[config.mk]
export PLATFORM = sky130hd
export DESIGN_NAME = pdl_delay_line
export DESIGN_NICKNAME = d
export VERILOG_FILES = /design/src/rtl/pdl_pkg.sv /design/src/rtl/pdl_tap_chain.sv /design/src/rtl/pdl_tap_select.sv /design/src/rtl/pdl_delay_line.sv
export SDC_FILE = /design/constraint.sdc
export NUM_CORES = 1
export LEC_CHECK = 0
export ABC_AREA = 1
export CAP_MARGIN = 20
export CORE_UTILIZATION = 25
export DETAILED_ROUTE_END_ITERATION = 6
export GPL_TIMING_DRIVEN = 0
export PLACE_DENSITY = 0.4
export SLEW_MARGIN = 0
export SYNTH_ARGS = -nofsm -noshare
export SYNTH_HDL_FRONTEND = slang
export SYNTH_SLANG_ARGS = --single-unit
[constraint.sdc]
create_clock -name clk -period 1.3 [get_ports clk]
set_input_delay 0.195 -clock clk [delete_from_list [all_inputs] [get_ports clk]]
set_output_delay 0.195 -clock clk [all_outputs]
set_load 0.05 [all_outputs]
[src/rtl/pdl_pkg.sv]
package pdl_pkg;
    // Default geometry of the delay line
    parameter int unsigned PDL_DATA_W = 8;
    parameter int unsigned PDL_CODE_W = 4;

    // Number of chain stages that a code of the given width can address
    function automatic int unsigned pdl_depth(input int unsigned code_w);
        return (1 << code_w) - 1;
    endfunction
endpackage

[src/rtl/pdl_tap_chain.sv]
module pdl_tap_chain
    import pdl_pkg::*;
#(
    parameter int unsigned DATA_W = PDL_DATA_W,
    parameter int unsigned DEPTH  = 15
) (
    input  logic                          clk,
    input  logic                          rst_n,
    input  logic [DATA_W-1:0]             din,
    output logic [DEPTH:1][DATA_W-1:0]    taps
);
    logic [DEPTH:1][DATA_W-1:0] stage_d;
    logic [DEPTH:1][DATA_W-1:0] stage_q;

    // First stage takes the input, every other stage takes its predecessor
    assign stage_d[1] = din;
    for (genvar g = 2; g <= DEPTH; g++) begin : g_shift
        assign stage_d[g] = stage_q[g-1];
    end

    always_ff @(posedge clk) begin
        if (!rst_n) begin
            stage_q <= '0;
        end else begin
            stage_q <= stage_d;
        end
    end

    assign taps = stage_q;
endmodule

[src/rtl/pdl_tap_select.sv]
module pdl_tap_select
    import pdl_pkg::*;
#(
    parameter int unsigned DATA_W = PDL_DATA_W,
    parameter int unsigned CODE_W = PDL_CODE_W,
    localparam int unsigned DEPTH = (1 << CODE_W) - 1
) (
    input  logic [DATA_W-1:0]          din,
    input  logic [DEPTH:1][DATA_W-1:0] taps,
    input  logic [CODE_W-1:0]          code,
    output logic [DATA_W-1:0]          sel
);
    // Candidate 0 is the raw input; candidate n is chain stage n
    logic [DEPTH:0][DATA_W-1:0] cand;

    assign cand[0]       = din;
    assign cand[DEPTH:1] = taps;

    always_comb begin
        sel = cand[code];
    end
endmodule

[src/rtl/pdl_delay_line.sv]
module pdl_delay_line
    import pdl_pkg::*;
#(
    parameter int unsigned DATA_W = PDL_DATA_W,
    parameter int unsigned CODE_W = PDL_CODE_W
) (
    input  logic              clk,
    input  logic              rst_n,
    input  logic [DATA_W-1:0] data_in,
    input  logic [CODE_W-1:0] len_code,
    output logic [DATA_W-1:0] data_out
);
    localparam int unsigned DEPTH = (1 << CODE_W) - 1;

    typedef struct packed {
        logic [CODE_W-1:0] code;
        logic [DATA_W-1:0] dout;
    } state_t;

    state_t                     st_d;
    state_t                     st_q;
    logic [DEPTH:1][DATA_W-1:0] taps;
    logic [DATA_W-1:0]          picked;

    pdl_tap_chain #(
        .DATA_W(DATA_W),
        .DEPTH (DEPTH)
    ) chain_i (
        .clk  (clk),
        .rst_n(rst_n),
        .din  (data_in),
        .taps (taps)
    );

    // Selection uses the registered code, not the live input
    pdl_tap_select #(
        .DATA_W(DATA_W),
        .CODE_W(CODE_W)
    ) select_i (
        .din (data_in),
        .taps(taps),
        .code(st_q.code),
        .sel (picked)
    );

    always_comb begin
        st_d      = st_q;
        st_d.code = len_code;
        st_d.dout = picked;
    end

    always_ff @(posedge clk) begin
        if (!rst_n) begin
            st_q <= '0;
        end else begin
            st_q <= st_d;
        end
    end

    assign data_out = st_q.dout;
endmodule

==> results of run 1 <==
path summary, 6_finish.rpt:
kind | from | to
hold reg to reg | chain_i.taps[36]$_SDFF_PN0_ | chain_i.taps[44]$_SDFF_PN0_
hold / removal | len_code[3] | st_q[11]$_SDFF_PN0_
setup / recovery | st_q[8]$_SDFF_PN0_ | data_out[7]$_SDFF_PN0_
setup reg to reg | st_q[8]$_SDFF_PN0_ | data_out[7]$_SDFF_PN0_
cells by family (layout without fill, tap and decap cells):
logic type             after synthesis  in the layout  synth area share
DFF                                132            132            0.5076
and+or+nand+nor                    396            396            0.3047
AOI/OAI and AO/OA                    8              8          0.007691
buffers and inverters              231            289            0.1800
per-layer routing:
layer  global-route usage  wire (µm)
met1               0.1885       7041
met2               0.2371       6665
met3              0.03656        641
met4              0.04063        115
met5                    0          0
registers in the layout, summed over array words and instances (netlist names):
signal / cells
data_out: 8
st_q: 4
chain_i.taps: 120
cells in the final DEF, fill, tap and decap left out, types with 2 or more instances in the layout:
cell type / n
nand2_1: 308
inv_1: 190
dfxtp_1: 130
nand3_1: 59
nand3_2: 21
clkbuf_16: 18
buf_2: 16
clkbuf_1: 13
clkdlybuf4s50_1: 12
buf_6: 10
buf_4: 8
nand2_2: 8
buf_12: 6
a21oi_2: 6
buf_8: 4
clkbuf_8: 4
bufinv_16: 2
clkinv_2: 2
where the power goes:
part           switching (W)  internal [W]
Clock                0.00169       0.00301
Combinational       0.000526      0.000285
Sequential         0.0000343       0.00411
Total                0.00225       0.00741
synth_stat cells:
cell	instances
nand2_1	316
a21oi_1	8
buf_4	1
dfxtp_1	132
nand3_1	80
buf_6	5
buf_2	23
inv_2	2
clkbuf_1	9
inv_1	191
final cells by class:
cell class	instances	area [µm²]	area share
Buffer	37	347.8	0.05196
Clock buffer	27	503.0	0.07514
Clock inverter	4	70.07	0.01047
Inverter	193	735.7	0.1099
Multi-Input combinational cell	404	1785	0.2667
Sequential cell	132	2648	0.3955
Tap cell	270	337.8	0.05047
Timing Repair Buffer	28	266.5	0.03981
metrics by stage:
stage | TNS [ns] | util | hold WS, ns | total power (W) | setup WS [ns]
floorplan | 0 | - | 0.2885 | 0.004643 | 0.1971
global placement | -2.742 | 0.2830 | 0.4150 | 0.004942 | -0.3711
detailed placement | -2.669 | 0.2830 | 0.4140 | 0.004938 | -0.3664
CTS | -0.4252 | 0.3198 | 0.2778 | 0.009735 | -0.08009
global route | -0.6847 | 0.3298 | 0.2945 | 0.01005 | -0.1088
finish | -0.2833 | 0.3298 | 0.2950 | 0.009657 | -0.06868
worst max-delay path, cell delays in order (launching register included):
cell       delay, ns
dfxtp_4         0.36
buf_12          0.15
buf_8           0.13
clkbuf_16       0.15
nand2_2         0.07
nand3_2         0.06
nand3_2         0.07
nand3_2         0.09
a21oi_4         0.20
timing repair:
item / in CTS / in global routing
hold buffers: 0 / 0
endpoints found under the hold margin: 0 / 0
endpoints found under the setup margin: 16 / 14
resized for setup: 72 / 57
pin swaps: 1 / 17
setup buffers: 5 / 2
gates cloned: 0 / 1
==> flow_summary.ini, run 1 <==
[run_status]
outcome = finished with violations
violations = setup timing

[sta]
fin_ws_ns = -0.06868
min_period_ns = 1.369
slew_headroom = 0.6208
hold_violations = 0
tightest_slew_ns = 0.5688
period_share = 1.053
rsz0062_at_grt = true
setup_violations = 8
fmax_mhz = 730.6
clock-skew-final_ns = 0.007105
drv_slew = 0

[setup_path]
cp.arrival_ns = 1.70
path_class = reg2reg
endpoint_kind = flip-flop
cp.required_ns = 1.64
critPathLaunchType = flip-flop
r2r_setup_slack_ns = -0.07
reg2reg_depth = 8
path_max_fanout = 8

[clocking]
clock_latency_ns = 0.42
cts.sinks = 132
clk_pin_slew_ns = 0.06
cts_buffers = 17
cts_max_level = 4
cts.path.max_buffers = 2
cts_tree = yes
cts_root_buf = clkbuf_16

[synthesis]
synth_cell_types = 10
synth-warning-count = 0
postSynthCellCount = 767
yosysSeqAreaShare = 0.5076
ys_ff_latch = 132
synthTopCellsByArea = dfxtp_1 (51%), nand2_1 (23%), inv_1 (14%)
synth.cell_area_um2 = 5206
synth_top_area_share = 0.5076
syn_nets = 781
yosysTopAreaCell = dfxtp_1
avgSynthCellArea_um2 = 6.788

[detailed_routing]
drt-pass1-iter-count = 4
drtIter0Drc = 178
drc = 0
avgViaCountPerCell = 3.914
wl_mm = 14.46
antenna_left = 0
routedWlPerCell_um = 13.21
vias = 4286

[floorplanning]
dieArea_um2 = 21410
boundaryPins = 22
core.rowCount = 52
fp.coreArea_um2 = 20300
fp.dieW_um = 146.3
start_util = 0.2565
die_h_um = 146.3

[global_routing]
grt_max_degree = 17
grt_pass1_wl_mm = 22.72
grt_pass1_vias = 4083
grt_overflow = 0
grt_use_total = 0.1451
antenna_found_initial = 0

[finish]
nets = 827
num_antenna_cells = 0
syn_to_final_growth_pct = 28.57
fillers = 2257
instances_no_fill = 1095
drive_gt1_frac = 0.1358
fin_area_um2 = 6694

[power]
p_leak_nw = 3.779
peakVddDrop_v = 0.0008550
powerDensity_nw_per_um2 = 1443

[placed_design]
placed_cells = 1057
post_dp_cell_area_um2 = 5744
io_buffer_count = 20
dpl.hpwl_mm = 9.754
gp_routability_congestion = 0.7300

[worst_hold_path]
hold_depth = 3
min_path_type = in2reg

[job]
max_cap_viol_count = 0
Power figures use the tool's default switching activity.
==> run 2, diff against run 1 <==
--- a/config.mk
+++ b/config.mk
@@ -7,11 +7,14 @@
 export LEC_CHECK = 0
 export ABC_AREA = 1
 export CAP_MARGIN = 20
+export CELL_PAD_IN_SITES_DETAIL_PLACEMENT = 1
+export CELL_PAD_IN_SITES_GLOBAL_PLACEMENT = 2
 export CORE_UTILIZATION = 25
 export DETAILED_ROUTE_END_ITERATION = 6
 export GPL_TIMING_DRIVEN = 0
-export PLACE_DENSITY = 0.4
+export PLACE_DENSITY = 0.61
 export SLEW_MARGIN = 0
 export SYNTH_ARGS = -nofsm -noshare
 export SYNTH_HDL_FRONTEND = slang
+export SYNTH_HIERARCHICAL = 1
 export SYNTH_SLANG_ARGS = --single-unit
==> flow_summary.ini, run 2 <==
[setup_path]
path_max_fanout = 10
worstSetupEndpoint = data_out[4]$_SDFF_PN0_
r2r-end = data_out[4]$_SDFF_PN0_
cp.required_ns = 1.62
reg2reg_from = st_q[8]$_SDFF_PN0_
path_class = reg2reg
path_depth = 9
r2r_setup_slack_ns = -0.07
slowest_delay_ns = 0.40
cpMostUsedCell = nand2_1
reg2reg_depth = 9
critPathLaunchType = flip-flop
cp.arrival_ns = 1.69
worst-path-buf-inv = 3
endpoint_kind = flip-flop
cp_cell_sequence = buf_12, buf_12, nand2_1, nand3_1, nand3_1, nand3_4, nand2_1, nand2_1, inv_1
crit_start = st_q[8]$_SDFF_PN0_
cp_slowest_cell = dfxtp_4
critical-path-top-delay-family = simple AND/OR/NAND/NOR gates

[synthesis]
yosysSeqAreaShare = 0.4812
synth_cell_types = 9
syn_nets = 820
yosysTopAreaCell = dfxtp_1
synth_top_area_share = 0.4812
synth_edf_count = 0
postSynthCellCount = 806
synthTopCellsByCount = nand2_1 (300), inv_1 (230), dfxtp_1 (132)
synthTopCellsByArea = dfxtp_1 (48%), nand2_1 (21%), inv_1 (16%)
synth.cell_area_um2 = 5492
synth_most_common_cell = nand2_1
synth_flop_cell = dfxtp_1
ys_async_sr_fraction = 0
avgSynthCellArea_um2 = 6.813
synth-warning-count = 6
ys_ff_latch = 132

[sta]
slew_headroom = 0.6351
rsz0062_at_grt = true
hold_violations = 0
fmax_mhz = 729.6
tns_ns = -0.3289
clock-skew-final_ns = 0.003681
min_period_ns = 1.371
period_share = 1.054
tightest_slew_ns = 0.5467
fin_ws_ns = -0.07054
setup_violations = 7
drv_slew = 0

[floorplanning]
core.rowCount = 53
die_h_um = 150.2
dieArea_um2 = 22560
fp.dieW_um = 150.2
start_util = 0.2580
fp.coreArea_um2 = 21290
boundaryPins = 22

[detailed_routing]
vias = 4558
drc = 0
drt-pass1-iter-count = 4
avgViaCountPerCell = 4.012
antenna_left = 0
routedWlPerCell_um = 15.13
wl_mm = 17.19
drtIter0Drc = 111

[clocking]
cts.sinks = 132
clock_latency_ns = 0.42
cts_max_level = 4
cts_tree = yes
cts_root_buf = clkbuf_16
cts_buffers = 17
holdBufCountCts = 0
clk_pin_slew_ns = 0.06
cts.path.max_buffers = 2

[placed_design]
gp_routability_congestion = 0.7578
dpl.hpwl_mm = 12.03
placed_cells = 1102
io_buffer_count = 21

[finish]
layout_common_cells = nand2_1 (298), inv_1 (229), dfxtp_1 (130)
nets = 864
num_antenna_cells = 0
syn_to_final_growth_pct = 26.50
mostFrequentLayoutCell = nand2_1
drive_gt1_frac = 0.1336
largest_reg_flops = 120
multi_input_area_um2 = 1744
fillers = 2666
instances_no_fill = 1136
post-route-util = 0.3263
ff_latch_area_um2 = 2648

[job]
max_cap_viol_count = 0

[worst_hold_path]
min_path_type = in2reg

[global_routing]
grt_pass1_wl_mm = 26.77
antenna_found_initial = 0
grt_pass1_vias = 4860
grt_max_degree = 17
grt_use_total = 0.1658
grt_overflow = 0

[power]
peakVddDrop_v = 0.0007202
powerDensity_nw_per_um2 = 1374
finalPower_w = 0.009546
p_leak_nw = 4.006

[run_status]
outcome = finished with violations
violations = setup timing
## run 2: cell types whose count changed after synthesis, sizes merged
| cell | change |
|---|---|
| inv | +39 |
| buf | +16 |
| nand2 | -16 |
| nand3 | +16 |
| a21oi | -8 |
| clkbuf | -8 |
## run 2: worst min-delay path by stage
stage | start | end | slack, ns | cells past startpoint
6_report | len_code[2] | st_q[10]$_SDFF_PN0_ | 0.30 | 3
3_3_place_gp | chain_i/taps[107]$_SDFF_PN0_ | chain_i/taps[115]$_SDFF_PN0_ | 0.42 | 2
5_1_grt | len_code[2] | st_q[10]$_SDFF_PN0_ | 0.30 | 3
2_1_floorplan | data_in[6] | chain_i/taps[6]$_SDFF_PN0_ | 0.29 | 2
3_5_place_dp | chain_i/taps[36]$_SDFF_PN0_ | chain_i/taps[44]$_SDFF_PN0_ | 0.43 | 2
4_1_cts | len_code[2] | st_q[10]$_SDFF_PN0_ | 0.28 | 3
## run 2: logic make-up after synthesis
group | synth area share
flip-flops | 0.4812
buffers and inverters | 0.2262
AND/OR/NAND/NOR | 0.2925
## run 2: metrics by stage
step / hold slack [ns] / worst slack, ns / cell area, µm²
floorplan: 0.2885 / 0.1985 / 5492
global placement: 0.4156 / -0.3756 / 6046
detailed placement: 0.4263 / -0.3663 / 6046
CTS: 0.2805 / -0.09354 / 6818
global route: 0.3008 / -0.1338 / 6947
finish: 0.3004 / -0.07054 / 6947
## run 2: worst reg2reg max path, stage by stage, from the launching register on
cell and delay (ns):
dfxtp_4 0.40, buf_12 0.15, buf_12 0.15, nand2_1 0.09, nand3_1 0.09, nand3_1 0.12
nand3_4 0.13, nand2_1 0.07, nand2_1 0.06, inv_1 0.03
## run 2: power by group
group          switching [W]  leakage, nW  total, W  internal [W]
logic               0.000595         2.67  0.000978      0.000383
registers          0.0000385         1.07   0.00415       0.00412
clock network        0.00172        0.263   0.00441       0.00269
## run 2: cell type report
cell class                      instances  area share
Timing Repair Buffer                   26     0.03981
Sequential cell                       132      0.3811
Clock inverter                          6    0.007925
Buffer                                 45     0.07565
Clock buffer                           24     0.06790
Inverter                              232      0.1270
Tap cell                              275     0.04953
Multi-Input combinational cell        396      0.2511
## run 2: layer usage
layer,GRT usage,share of wire
met5,0,0
met4,0.05808,0.019
met3,0.03091,0.022
met2,0.2824,0.49
met1,0.2084,0.47
## run 2: what timing repair did
action / CTS / global route
cloned: 1 / 1
hold endpoints to repair: 0 / 0
buffers inserted: 2 / 1
pin swaps: 1 / 7
resized for setup: 102 / 23
endpoints found under the setup margin: 16 / 13
